File: src/rtl/spf_pkg.sv
package spf_pkg;
  typedef enum logic [2:0] {
    ST_IDLE,
    ST_HDR,
    ST_RDATA,
    ST_WDATA,
    ST_HOLD
  } spf_state_e;
endpackage

File: src/rtl/spf_sync.sv
module spf_sync #(
  parameter int W = 3,
  parameter int STAGES = 2,
  parameter logic [W-1:0] RST_VAL = '0
) (
  input  logic         clk,
  input  logic         rst_n,
  input  logic [W-1:0] d,
  output logic [W-1:0] q
);
  logic [W-1:0] stg [STAGES];

  always_ff @(posedge clk or negedge rst_n) begin
    if (!rst_n) stg[0] <= RST_VAL;
    else        stg[0] <= d;
  end

  for (genvar i = 1; i < STAGES; i++) begin : g_stage
    always_ff @(posedge clk or negedge rst_n) begin
      if (!rst_n) stg[i] <= RST_VAL;
      else        stg[i] <= stg[i-1];
    end
  end

  assign q = stg[STAGES-1];
endmodule

File: src/rtl/spf_edge.sv
module spf_edge (
  input  logic clk,
  input  logic rst_n,
  input  logic sck_s,
  input  logic cs_s,
  output logic start,
  output logic stop,
  output logic lead,
  output logic trail
);
  logic sck_d, cs_d, idle_q;

  always_ff @(posedge clk or negedge rst_n) begin
    if (!rst_n) begin
      sck_d  <= 1'b0;
      cs_d   <= 1'b1;
      idle_q <= 1'b0;
    end else begin
      sck_d <= sck_s;
      cs_d  <= cs_s;
      if (start) idle_q <= sck_s;
    end
  end

  assign start = cs_d & ~cs_s;
  assign stop  = ~cs_d & cs_s;
  assign lead  = ~cs_s & ~start & (sck_d == idle_q) & (sck_s != idle_q);
  assign trail = ~cs_s & ~start & (sck_d != idle_q) & (sck_s == idle_q);
endmodule

File: src/rtl/spf_frame.sv
module spf_frame
  import spf_pkg::*;
#(
  parameter int DATA_W = 8
) (
  input  logic              clk,
  input  logic              rst_n,
  input  logic              start,
  input  logic              stop,
  input  logic              lead,
  input  logic              trail,
  input  logic              mosi_s,
  input  logic [1:0]        id_strap,
  input  logic              cmp_flag,
  input  logic [DATA_W-1:0] rd_data,
  output logic              miso,
  output logic              miso_oe,
  output logic              rd_sel,
  output logic              ctrl_valid,
  output logic [DATA_W-3:0] ctrl_q,
  output logic              wr_valid,
  output logic [DATA_W-1:0] wr_data
);
  localparam int CNT_W = $clog2(DATA_W);
  localparam logic [CNT_W-1:0] LAST = CNT_W'(DATA_W - 1);
  localparam logic [CNT_W-1:0] ECHO_FIRST = CNT_W'(3);

  spf_state_e        state;
  logic [CNT_W-1:0]  cnt;
  logic [DATA_W-2:0] rx_sr;
  logic [DATA_W-1:0] tx_sr;
  logic              flag_q, id_ok, miso_q, oe_q;

  // header bits: RS at DATA_W-3, RW at DATA_W-4; rx_sr lags by one bit at the last edge
  assign rd_sel  = (state == ST_HDR) ? rx_sr[DATA_W-4] : ctrl_q[DATA_W-3];
  assign miso    = miso_q;
  assign miso_oe = oe_q;

  always_ff @(posedge clk or negedge rst_n) begin
    if (!rst_n) begin
      state      <= ST_IDLE;
      cnt        <= '0;
      rx_sr      <= '0;
      tx_sr      <= '0;
      flag_q     <= 1'b0;
      id_ok      <= 1'b0;
      miso_q     <= 1'b0;
      oe_q       <= 1'b0;
      ctrl_q     <= '0;
      ctrl_valid <= 1'b0;
      wr_valid   <= 1'b0;
      wr_data    <= '0;
    end else begin
      ctrl_valid <= 1'b0;
      wr_valid   <= 1'b0;
      if (stop) begin
        state <= ST_IDLE;
        oe_q  <= 1'b0;
      end else if (start) begin
        state  <= ST_HDR;
        cnt    <= '0;
        flag_q <= cmp_flag;
        id_ok  <= 1'b0;
        oe_q   <= 1'b0;
      end else begin
        if (lead) begin
          unique case (state)
            ST_HDR: if (cnt >= ECHO_FIRST && id_ok) begin
              oe_q   <= 1'b1;
              miso_q <= (cnt == LAST) ? flag_q : rx_sr[2];
            end
            ST_RDATA, ST_WDATA: begin
              oe_q   <= 1'b1;
              miso_q <= tx_sr[DATA_W-1];
              tx_sr  <= {tx_sr[DATA_W-2:0], 1'b0};
            end
            default: ;
          endcase
        end
        if (trail) begin
          cnt   <= cnt + 1'b1;
          rx_sr <= {rx_sr[DATA_W-3:0], mosi_s};
          unique case (state)
            ST_HDR: begin
              if (cnt == CNT_W'(1)) id_ok <= ({rx_sr[0], mosi_s} == id_strap);
              if (cnt == LAST) begin
                if (!id_ok) begin
                  state <= ST_HOLD;
                end else begin
                  ctrl_q     <= {rx_sr[DATA_W-4:0], mosi_s};
                  ctrl_valid <= 1'b1;
                  tx_sr      <= rd_data;
                  state      <= rx_sr[DATA_W-5] ? ST_WDATA : ST_RDATA;
                end
              end
            end
            ST_RDATA: if (cnt == LAST) tx_sr <= rd_data;
            ST_WDATA: if (cnt == LAST) begin
              wr_valid <= 1'b1;
              wr_data  <= {rx_sr, mosi_s};
              state    <= ST_HOLD;
              oe_q     <= 1'b0;
            end
            default: ;
          endcase
        end
      end
    end
  end
endmodule

File: src/rtl/spf_port_ctrl.sv
module spf_port_ctrl #(
  parameter int DATA_W = 8,
  parameter int SYNC_STAGES = 2
) (
  input  logic              clk,
  input  logic              rst_n,
  input  logic              cs_n,
  input  logic              sck,
  input  logic              mosi,
  input  logic [1:0]        id_strap,
  input  logic              cmp_flag,
  input  logic [DATA_W-1:0] rd_data,
  output logic              miso,
  output logic              miso_oe,
  output logic              rd_sel,
  output logic              ctrl_valid,
  output logic              ctrl_sel,
  output logic              ctrl_rw,
  output logic [1:0]        ctrl_fmt,
  output logic [1:0]        ctrl_cmp,
  output logic              wr_valid,
  output logic [DATA_W-1:0] wr_data
);
  logic [2:0] raw_in, syn_in;
  logic start, stop, lead, trail;
  logic [DATA_W-3:0] ctrl_q;

  assign raw_in = {cs_n, sck, mosi};

  spf_sync #(.W(3), .STAGES(SYNC_STAGES), .RST_VAL(3'b100)) u_sync (
    .clk(clk), .rst_n(rst_n), .d(raw_in), .q(syn_in)
  );

  spf_edge u_edge (
    .clk(clk), .rst_n(rst_n), .sck_s(syn_in[1]), .cs_s(syn_in[2]),
    .start(start), .stop(stop), .lead(lead), .trail(trail)
  );

  spf_frame #(.DATA_W(DATA_W)) u_frame (
    .clk(clk), .rst_n(rst_n), .start(start), .stop(stop),
    .lead(lead), .trail(trail), .mosi_s(syn_in[0]),
    .id_strap(id_strap), .cmp_flag(cmp_flag), .rd_data(rd_data),
    .miso(miso), .miso_oe(miso_oe), .rd_sel(rd_sel),
    .ctrl_valid(ctrl_valid), .ctrl_q(ctrl_q),
    .wr_valid(wr_valid), .wr_data(wr_data)
  );

  assign ctrl_sel = ctrl_q[DATA_W-3];
  assign ctrl_rw  = ctrl_q[DATA_W-4];
  assign ctrl_fmt = ctrl_q[3:2];
  assign ctrl_cmp = ctrl_q[1:0];
endmodule

File: config.mk
export PLATFORM = sky130hd
export DESIGN_NAME = spf_port_ctrl
export DESIGN_NICKNAME = d
export VERILOG_FILES = /design/src/rtl/spf_pkg.sv /design/src/rtl/spf_sync.sv /design/src/rtl/spf_edge.sv /design/src/rtl/spf_frame.sv /design/src/rtl/spf_port_ctrl.sv
export SDC_FILE = /design/constraint.sdc
export NUM_CORES = 1
export LEC_CHECK = 0
export ABC_AREA = 1
export BUFFER_PORTS_ARGS = -buffer_cell sky130_fd_sc_hd__buf_4
export CAP_MARGIN = 20
export CELL_PAD_IN_SITES_DETAIL_PLACEMENT = 0
export CELL_PAD_IN_SITES_GLOBAL_PLACEMENT = 1
export CORE_ASPECT_RATIO = 0.8
export CORE_UTILIZATION = 34
export CTS_CLUSTER_DIAMETER = 60
export DETAILED_ROUTE_END_ITERATION = 10
export HOLD_SLACK_MARGIN = 0.02
export PLACE_DENSITY = 0.75
export SLEW_MARGIN = 20
export SYNTH_ARGS = -nofsm -noshare
export SYNTH_HDL_FRONTEND = slang
export SYNTH_SLANG_ARGS = --single-unit
export TNS_END_PERCENT = 20
File: constraint.sdc
create_clock -name clk -period 3.4 [get_ports clk]
set_input_delay 0.68 -clock clk [delete_from_list [all_inputs] [get_ports clk]]
set_output_delay 0.68 -clock clk [all_outputs]
set_load 0.01 [all_outputs]
Word-level counts from Yosys, hierarchy flattened
Index checks and enable logic that the tools add are counted.
{"block": "classes", "mux": 44, "order_cmp": 1, "n_bitwise": 11, "n_reduce_logical": 17, "n_addsub": 1, "n_eq_ne": 13}
{"cell": "two-way mux 8 bit", "n": 6}
{"cell": "two-way mux 1 bit", "n": 26}
{"cell": "two-way mux 3 bit", "n": 8}
{"cell": "case mux 8 bit (2 select lines)", "n": 1}
{"cell": "AND reduction 5 bit", "n": 2}
{"cell": "AND reduction 4 bit", "n": 2}
{"cell": "nonzero test 2 bit", "n": 4}
{"cell": "AND 1 bit", "n": 7}
{"cell": "== test 3 x 1 -> 1 bit (second input constant)", "n": 2}
{"cell": "== test 3 x 2 -> 1 bit (second input constant)", "n": 2}
{"cell": "case mux 3 bit (2 select lines)", "n": 1}
{"cell": "AND reduction 2 bit", "n": 3}
{"cell": "AND reduction 6 bit", "n": 1}
{"cell": "inequality test 4 x 3 -> 1 bit (second input constant)", "n": 1}
{"cell": "inequality test 4 bit (second input constant)", "n": 1}
{"cell": "NOT 1 bit", "n": 4}
{"cell": "case mux 1 bit (2 select lines)", "n": 2}
{"cell": "nonzero test 4 bit", "n": 1}
{"cell": "adder 3 x 1 -> 3 bit (second input constant)", "n": 1}
{"cell": "== test 3 bit (second input constant)", "n": 1}
{"cell": "greater-or-equal comparator 3 x 2 -> 1 bit (second input constant)", "n": 1}
{"cell": "AND reduction 3 bit", "n": 1}
{"cell": "nonzero test 3 bit", "n": 1}
{"cell": "== test 1 bit", "n": 2}
{"cell": "other kinds (5)", "n": 6}
{"block": "word_totals", "out_inout_bits": 19, "regBits": 50, "inputBits": 16}

Logic depth before layout (Yosys ltp)
Gate-level depths: netlist of the first run.
{"block": "logic_depth", "ltp_word": 12, "mapped_depth": 10}

By module
From an unflattened synthesis of the first run, not the netlist that was laid out.
{"block": "unflattened", "hier_cells": 277, "hier_area_um2": 2388.5}
{"mod": "spf_frame", "cells_each": 241, "instances": 1, "area_each_um2": 2043.2}
{"mod": "spf_sync", "cells_each": 9, "instances": 1, "area_each_um2": 175.2}
{"mod": "spf_edge", "cells_each": 27, "instances": 1, "area_each_um2": 170.2}

Worst setup path after synthesis of the first run
No wires, ideal clock.
{"block": "synth_path", "path_type": "reg-to-output", "startpoint": "register u_frame.state[2]", "endpoint": "output port rd_sel", "n_path_buf": 0, "stages_incl_launch_ff": 4, "path_slack_ns": 1.685, "arrival_time_ns": 1.035, "path_cell_list": "dfrtp_1 > nor2_2 > nand2_1 > o21ai_0"}
{"block": "synth_via", "elab_chain_cells": 2}
{"element": "start: declaration", "line_no": "spf_frame.sv:28", "rtl": "spf_state_e state;"}
{"element": "start signal: assignment", "line_no": "spf_frame.sv:93", "rtl": "state <= rx_sr[DATA_W-5] ? ST_WDATA : ST_RDATA;"}
{"element": "== test 3 x 1 -> 1 bit", "line_no": "spf_frame.sv:35", "rtl": "assign rd_sel = (state == ST_HDR) ? rx_sr[DATA_W-4] : ctrl_q[DATA_W-3];"}
{"element": "two-way mux 1 bit", "line_no": "spf_frame.sv:35"}
{"element": "end: declaration", "line_no": "spf_port_ctrl.sv:15", "rtl": "output logic rd_sel,"}
Every way passes these cells.

Final worst setup path of the first run
{"block": "layout_path", "startpoint": "register u_frame.state[0]", "endpoint": "output port rd_sel"}
The elaborated chain is that of the path after synthesis.

==> results.toml, run 1 <==
[grt]
grt_pass1_vias = 2085
track_usage = 0.159
grt_pass1_wl_um = 9920
antenna_found_initial = 0
grt_overflow_total = 0
grt_max_degree = 51

[synthesis]
syn-mean-instance-area_um2 = 8.40
netlist_area_um2 = 2600
syn_inst = 310
synth_commonest_cells = "96 x nand2_1, 47 x dfrtp_1, 30 x inv_1"
synth_warnings = 0
synth_cell_types = 31
yosysMostFrequentCell = "nand2_1"
synth_nets = 333
synthFlopType = "dfrtp_1"
yosysSeqAreaShare = 0.482
synth_top_area_frac = 0.451
synth-edff-count = 0
async_flop_share = 1.00
ys_top_cells_by_area = "dfrtp_1 45%, nand2_1 14%, o21ai_2 4.7%"
yosysTopAreaCell = "dfrtp_1"
synth-seq-cells = 50

[setup_path]
critPathTopFamily = "flip-flops"
slowest_stage = "dfrtp_1"
cp_num_buf_inv = 2
cp_slowest_stage_delay_ns = 0.39
crit_chain = "inv_1, nor2_2, nand2_1, o21ai_0, buf_4"
crit_path_end_kind = "primary output"
cp-start-kind = "register"
required_ns = 2.72
critical_path_arrival_ns = 1.59
path_max_fanout = 5
worstSetupPathType = "reg -> out"

[sta]
layout_setup_ws_ns = 1.13
hold_slack_ns = 0.362
slew_viol_final = 0
min_period_over_period = 0.667
tns_ns = 0
finalSetupViolCount = 0
period_needed_ns = 2.27
rsz0062_at_grt = "no"
skew_ns = 0.00327
tightest_slew_ns = 0.655
final_hold_viol_count = 0
fmax_mhz = 441
relSlewSlack = 0.563

[floorplan]
core_area_um2 = 7390
start_util = 0.352
pin_count = 35
die_h_um = 80.3
row_count = 28
die-area_um2 = 8020
die_w_um = 99.9

[cells_and_area]
final_util = 0.417
nets = 369
diodes = 0
area_growth_pct = 18.3
final.fill_count = 771
layout-drive-gt1-share = 0.236

[routing]
top_layer_used = "met4"
post_drt_wl_per_cell_um = 13.0
viasPerCell = 4.72
drt_wl_total_um = 5880
dr_wl_met2_um = 2550
drtIter0Drc = 125
num_vias = 2132
antenna_left = 0
drc = 0
route.met3.wl_um = 327
drt-met1-wl_um = 2930
first_pass_iters = 4

[clock_tree]
hold_buffers = 0
cts-root-buf = "clkbuf_8"
clockBufferDepth = 2
postCtsResizedCells = 0
cts_tree = "done"
cts_max_level = 2
cts_setup_buffers = 0
clk_pin_slew_worst_paths_ns = 0.09
numCtsBuffers = 5
insertion_delay_ns = 0.30
clock-sinks = 50

[power]
leakagePower_uw = 0.00152
totalPowerFinal_uw = 1530
ir_drop_mv = 0.187
powerDensity_nw_per_um2 = 497

[placement]
dp_slack_ns = 1.25
place_congestion = 0.864
io_buffers = 34
hpwl_um = 4290

[flow_run]
cap_violations = 0

[min_path]
hp-class = "reg -> reg"

[run_status]
status = "complete, no violations"
## sequential cells by signal (all words and copies together) (netlist names), 3 cells and up
signal	flops
u_frame.wr_data	8
u_frame.ctrl_q	6
u_sync.q	3
u_frame.tx_sr	8
u_frame.rx_sr	7
u_frame.cnt	3
u_frame.state	3
u_sync.stg	3
## cell usage in the layout (no fill, tap or decap)
cell type	netlist	routed
nor2_1	23	23
dfstp_2	3	3
o22ai_1	2	2
dfrtp_1	47	47
inv_2	2	2
clkbuf_8	0	5
o21ai_0	16	16
a31oi_1	1	1
inv_1	30	30
clkinv_1	1	1
nor2_2	2	2
a21oi_1	10	10
ha_1	7	7
nor3_1	2	2
nand2_1	96	96
nor3_2	1	1
nand3_1	16	16
o211ai_1	1	1
nand2_2	5	5
o21bai_1	1	1
o21ai_1	4	4
o21ai_2	14	14
buf_4	1	36
nor2_4	5	5
clkinv_4	0	1
bufinv_16	0	2
nand4_2	2	2
nand4_1	7	7
or2_2	2	2
o31ai_1	1	1
nand3_4	2	2
## area by class of cell
cell class / count / area [µm²] / share of cell area
well taps: 105 / 131 / 0.0426
repair buffers: 36 / 270 / 0.0877
flip-flops and latches: 50 / 1250 / 0.407
clock inverters: 3 / 68.8 / 0.0223
clock buffers: 5 / 68.8 / 0.0223
multi-input cells: 220 / 1160 / 0.378
inverters: 33 / 124 / 0.0402
## layer usage
metal,GRT usage,up-vias
met4,0.0368,0
met3,0.0331,9
li1,-,1072
met1,0.226,996
met2,0.248,55
met5,0,-
## per-stage QoR
stage                     cells  area, µm²
after global placement      444       2950
after detailed placement    444       2950
after CTS                   452       3080
final                       452       3080
after global routing        452       3080
after floorplan             310       2610
## logic make-up after synthesis
family                     synth area share
and+or+nand+nor                       0.293
AOI/OAI and AO/OA                     0.121
buffers and inverters                0.0711
DFF                                   0.482
adders and majority gates            0.0336
## final timing paths
kind,start,to,slack [ns],cells past startpoint
min in group asynchronous,rst_n,u_frame.cnt[1]$_DFFE_PN0P_,0.40,1
max in group asynchronous,rst_n,u_frame.tx_sr[1]$_DFFE_PN0P_,2.57,1
hold reg to reg,u_sync.stg[4]$_DFF_PN0_,u_sync.q[1]$_DFF_PN0_,0.36,0
hold / removal,u_sync.stg[4]$_DFF_PN0_,u_sync.q[1]$_DFF_PN0_,0.36,0
setup / recovery,u_frame.state[0]$_DFFE_PN0P_,rd_sel,1.13,5
setup reg to reg,u_edge.cs_d$_DFF_PN1_,u_frame.ctrl_q[4]$_DFFE_PN0P_,1.25,6
## report_power, final
| part | internal, µW | switching [µW] |
|---|---|---|
| Clock | 295 | 205 |
| Sequential | 675 | 60.7 |
| Combinational | 107 | 189 |
Power figures use the tool's default switching activity.
==> run 2: changes to the inputs <==
clock period = 2.2 ns   (was 3.4 ns; I/O delays follow)
==> results.toml, run 2 (synthesized netlist as in run 1, its figures left out) <==
[sta]
relSlewSlack = 0.567
period_needed_ns = 2.00
layout_setup_ws_ns = 0.199
tightest_slew_ns = 0.649
skew_ns = 0.0135
fmax_mhz = 500
final_hold_viol_count = 0
finalSetupViolCount = 0
rsz0062_at_grt = "no"
tns_ns = 0
min_period_over_period = 0.910
slew_viol_final = 0

[clock_tree]
clk_pin_slew_worst_paths_ns = 0.11
hold_buffers = 0
postCtsResizedCells = 0
cts-root-buf = "clkbuf_8"
cts_setup_buffers = 0
numCtsBuffers = 5
cts_max_level = 2
insertion_delay_ns = 0.32
cts_tree = "done"
clock-sinks = 50
clockBufferDepth = 2

[cells_and_area]
layout_commonest_cell = "nand2_1"
area_growth_pct = 17.1
seq_area_um2 = 1250
top_regs = "u_frame.tx_sr: 8 flops, u_frame.wr_data: 8 flops, u_frame.rx_sr: 7 flops"
layout-drive-gt1-share = 0.239
nets = 370
multiInputGateArea_um2 = 1160
diodes = 0
final_cell_mix = "96 x nand2_1, 47 x dfrtp_1, 37 x buf_4, 30 x inv_1, 23 x nor2_1"
final.fill_count = 739

[floorplan]
die_h_um = 80.3
start_util = 0.352
pin_count = 35
die-area_um2 = 8020
row_count = 28
core_area_um2 = 7390
die_w_um = 99.9

[routing]
drtIter0Drc = 131
drc = 0
post_drt_wl_per_cell_um = 13.0
num_vias = 2096
antenna_left = 0
drt_wl_total_um = 5870
viasPerCell = 4.63
first_pass_iters = 4

[setup_path]
r2r_setup_slack_ns = 0.29
cp_slowest_stage_delay_ns = 0.39
required_ns = 1.76
slowest_stage = "dfrtp_1"
crit_path_end_kind = "primary output"
crit_chain = "inv_1, nor2_2, nand2_1, o21ai_0, buf_4"
critical_path_arrival_ns = 1.56
path_max_fanout = 5
critPathTopFamily = "flip-flops"
cp_num_buf_inv = 2
cp-start-kind = "register"
worstSetupPathType = "reg -> out"

[grt]
antenna_found_initial = 0
grt_pass1_wl_um = 10200
grt_overflow_total = 0
grt_max_degree = 51
track_usage = 0.164
grt_pass1_vias = 2074

[placement]
io_buffers = 34
dp_slack_ns = 0.279
place_congestion = 0.784
hpwl_um = 4380

[min_path]
hp-class = "in -> async"

[power]
powerDensity_nw_per_um2 = 713
ir_drop_mv = 0.292
leakagePower_uw = 0.00150

[flow_run]
cap_violations = 0

[run_status]
status = "complete, no violations"
==> run 2: cell count changes in the layout (fill, tap and decap cells not counted), sizes merged <==
cell,delta
buf,+1
clkinv,+1
bufinv,-2
inv,+1
==> run 2: cell type report <==
type / count / area share
well taps: 105 / 0.0431
flip-flops and latches: 50 / 0.411
clock buffers: 5 / 0.0226
clock inverters: 3 / 0.00943
inverters: 33 / 0.0406
repair buffers: 37 / 0.0911
multi-input cells: 220 / 0.382
==> run 2: metrics by stage <==
stage / cell area (µm²) / util / hold WS, ns / cells / power [µW]
2_1_floorplan: 2610 / - / 0.144 / 310 / 1470
3_3_place_gp: 2950 / 0.399 / 0.334 / 445 / 1600
3_5_place_dp: 2950 / 0.399 / 0.336 / 445 / 1610
4_1_cts: 3050 / 0.413 / 0.171 / 453 / 2200
5_1_grt: 3050 / 0.413 / 0.189 / 453 / 2320
6_report: 3050 / 0.413 / 0.149 / 453 / 2180
==> run 2: path summary, 6_finish.rpt <==
check	start	to	depth (start not counted)
worst max-delay path	u_frame.state[0]$_DFFE_PN0P_	rd_sel	5
worst min-delay path	rst_n	u_frame.cnt[0]$_DFFE_PN0P_	1
worst max register to register	u_frame.cnt[0]$_DFFE_PN0P_	u_frame.wr_data[2]$_DFFE_PN0P_	8
worst min register to register	u_sync.stg[4]$_DFF_PN0_	u_sync.q[1]$_DFF_PN0_	0
max in group asynchronous	rst_n	u_frame.ctrl_valid$_DFF_PN0_	1
min in group clk	mosi	u_sync.stg[3]$_DFF_PN0_	1
==> run 2: metal layers <==
layer  vias to the layer above  global-route usage  wire length, µm
li1                       1078                   -                -
met1                       984               0.236             3060
met2                        29               0.250             2580
met3                         5              0.0357              195
met4                         0              0.0397               40
met5                         -                   0                0
==> run 2: where the power goes <==
group | total [µW] | internal [µW] | switching (µW)
combinational | 453 | 165 | 287
clock | 587 | 236 | 350
sequential | 1140 | 1040 | 93.9
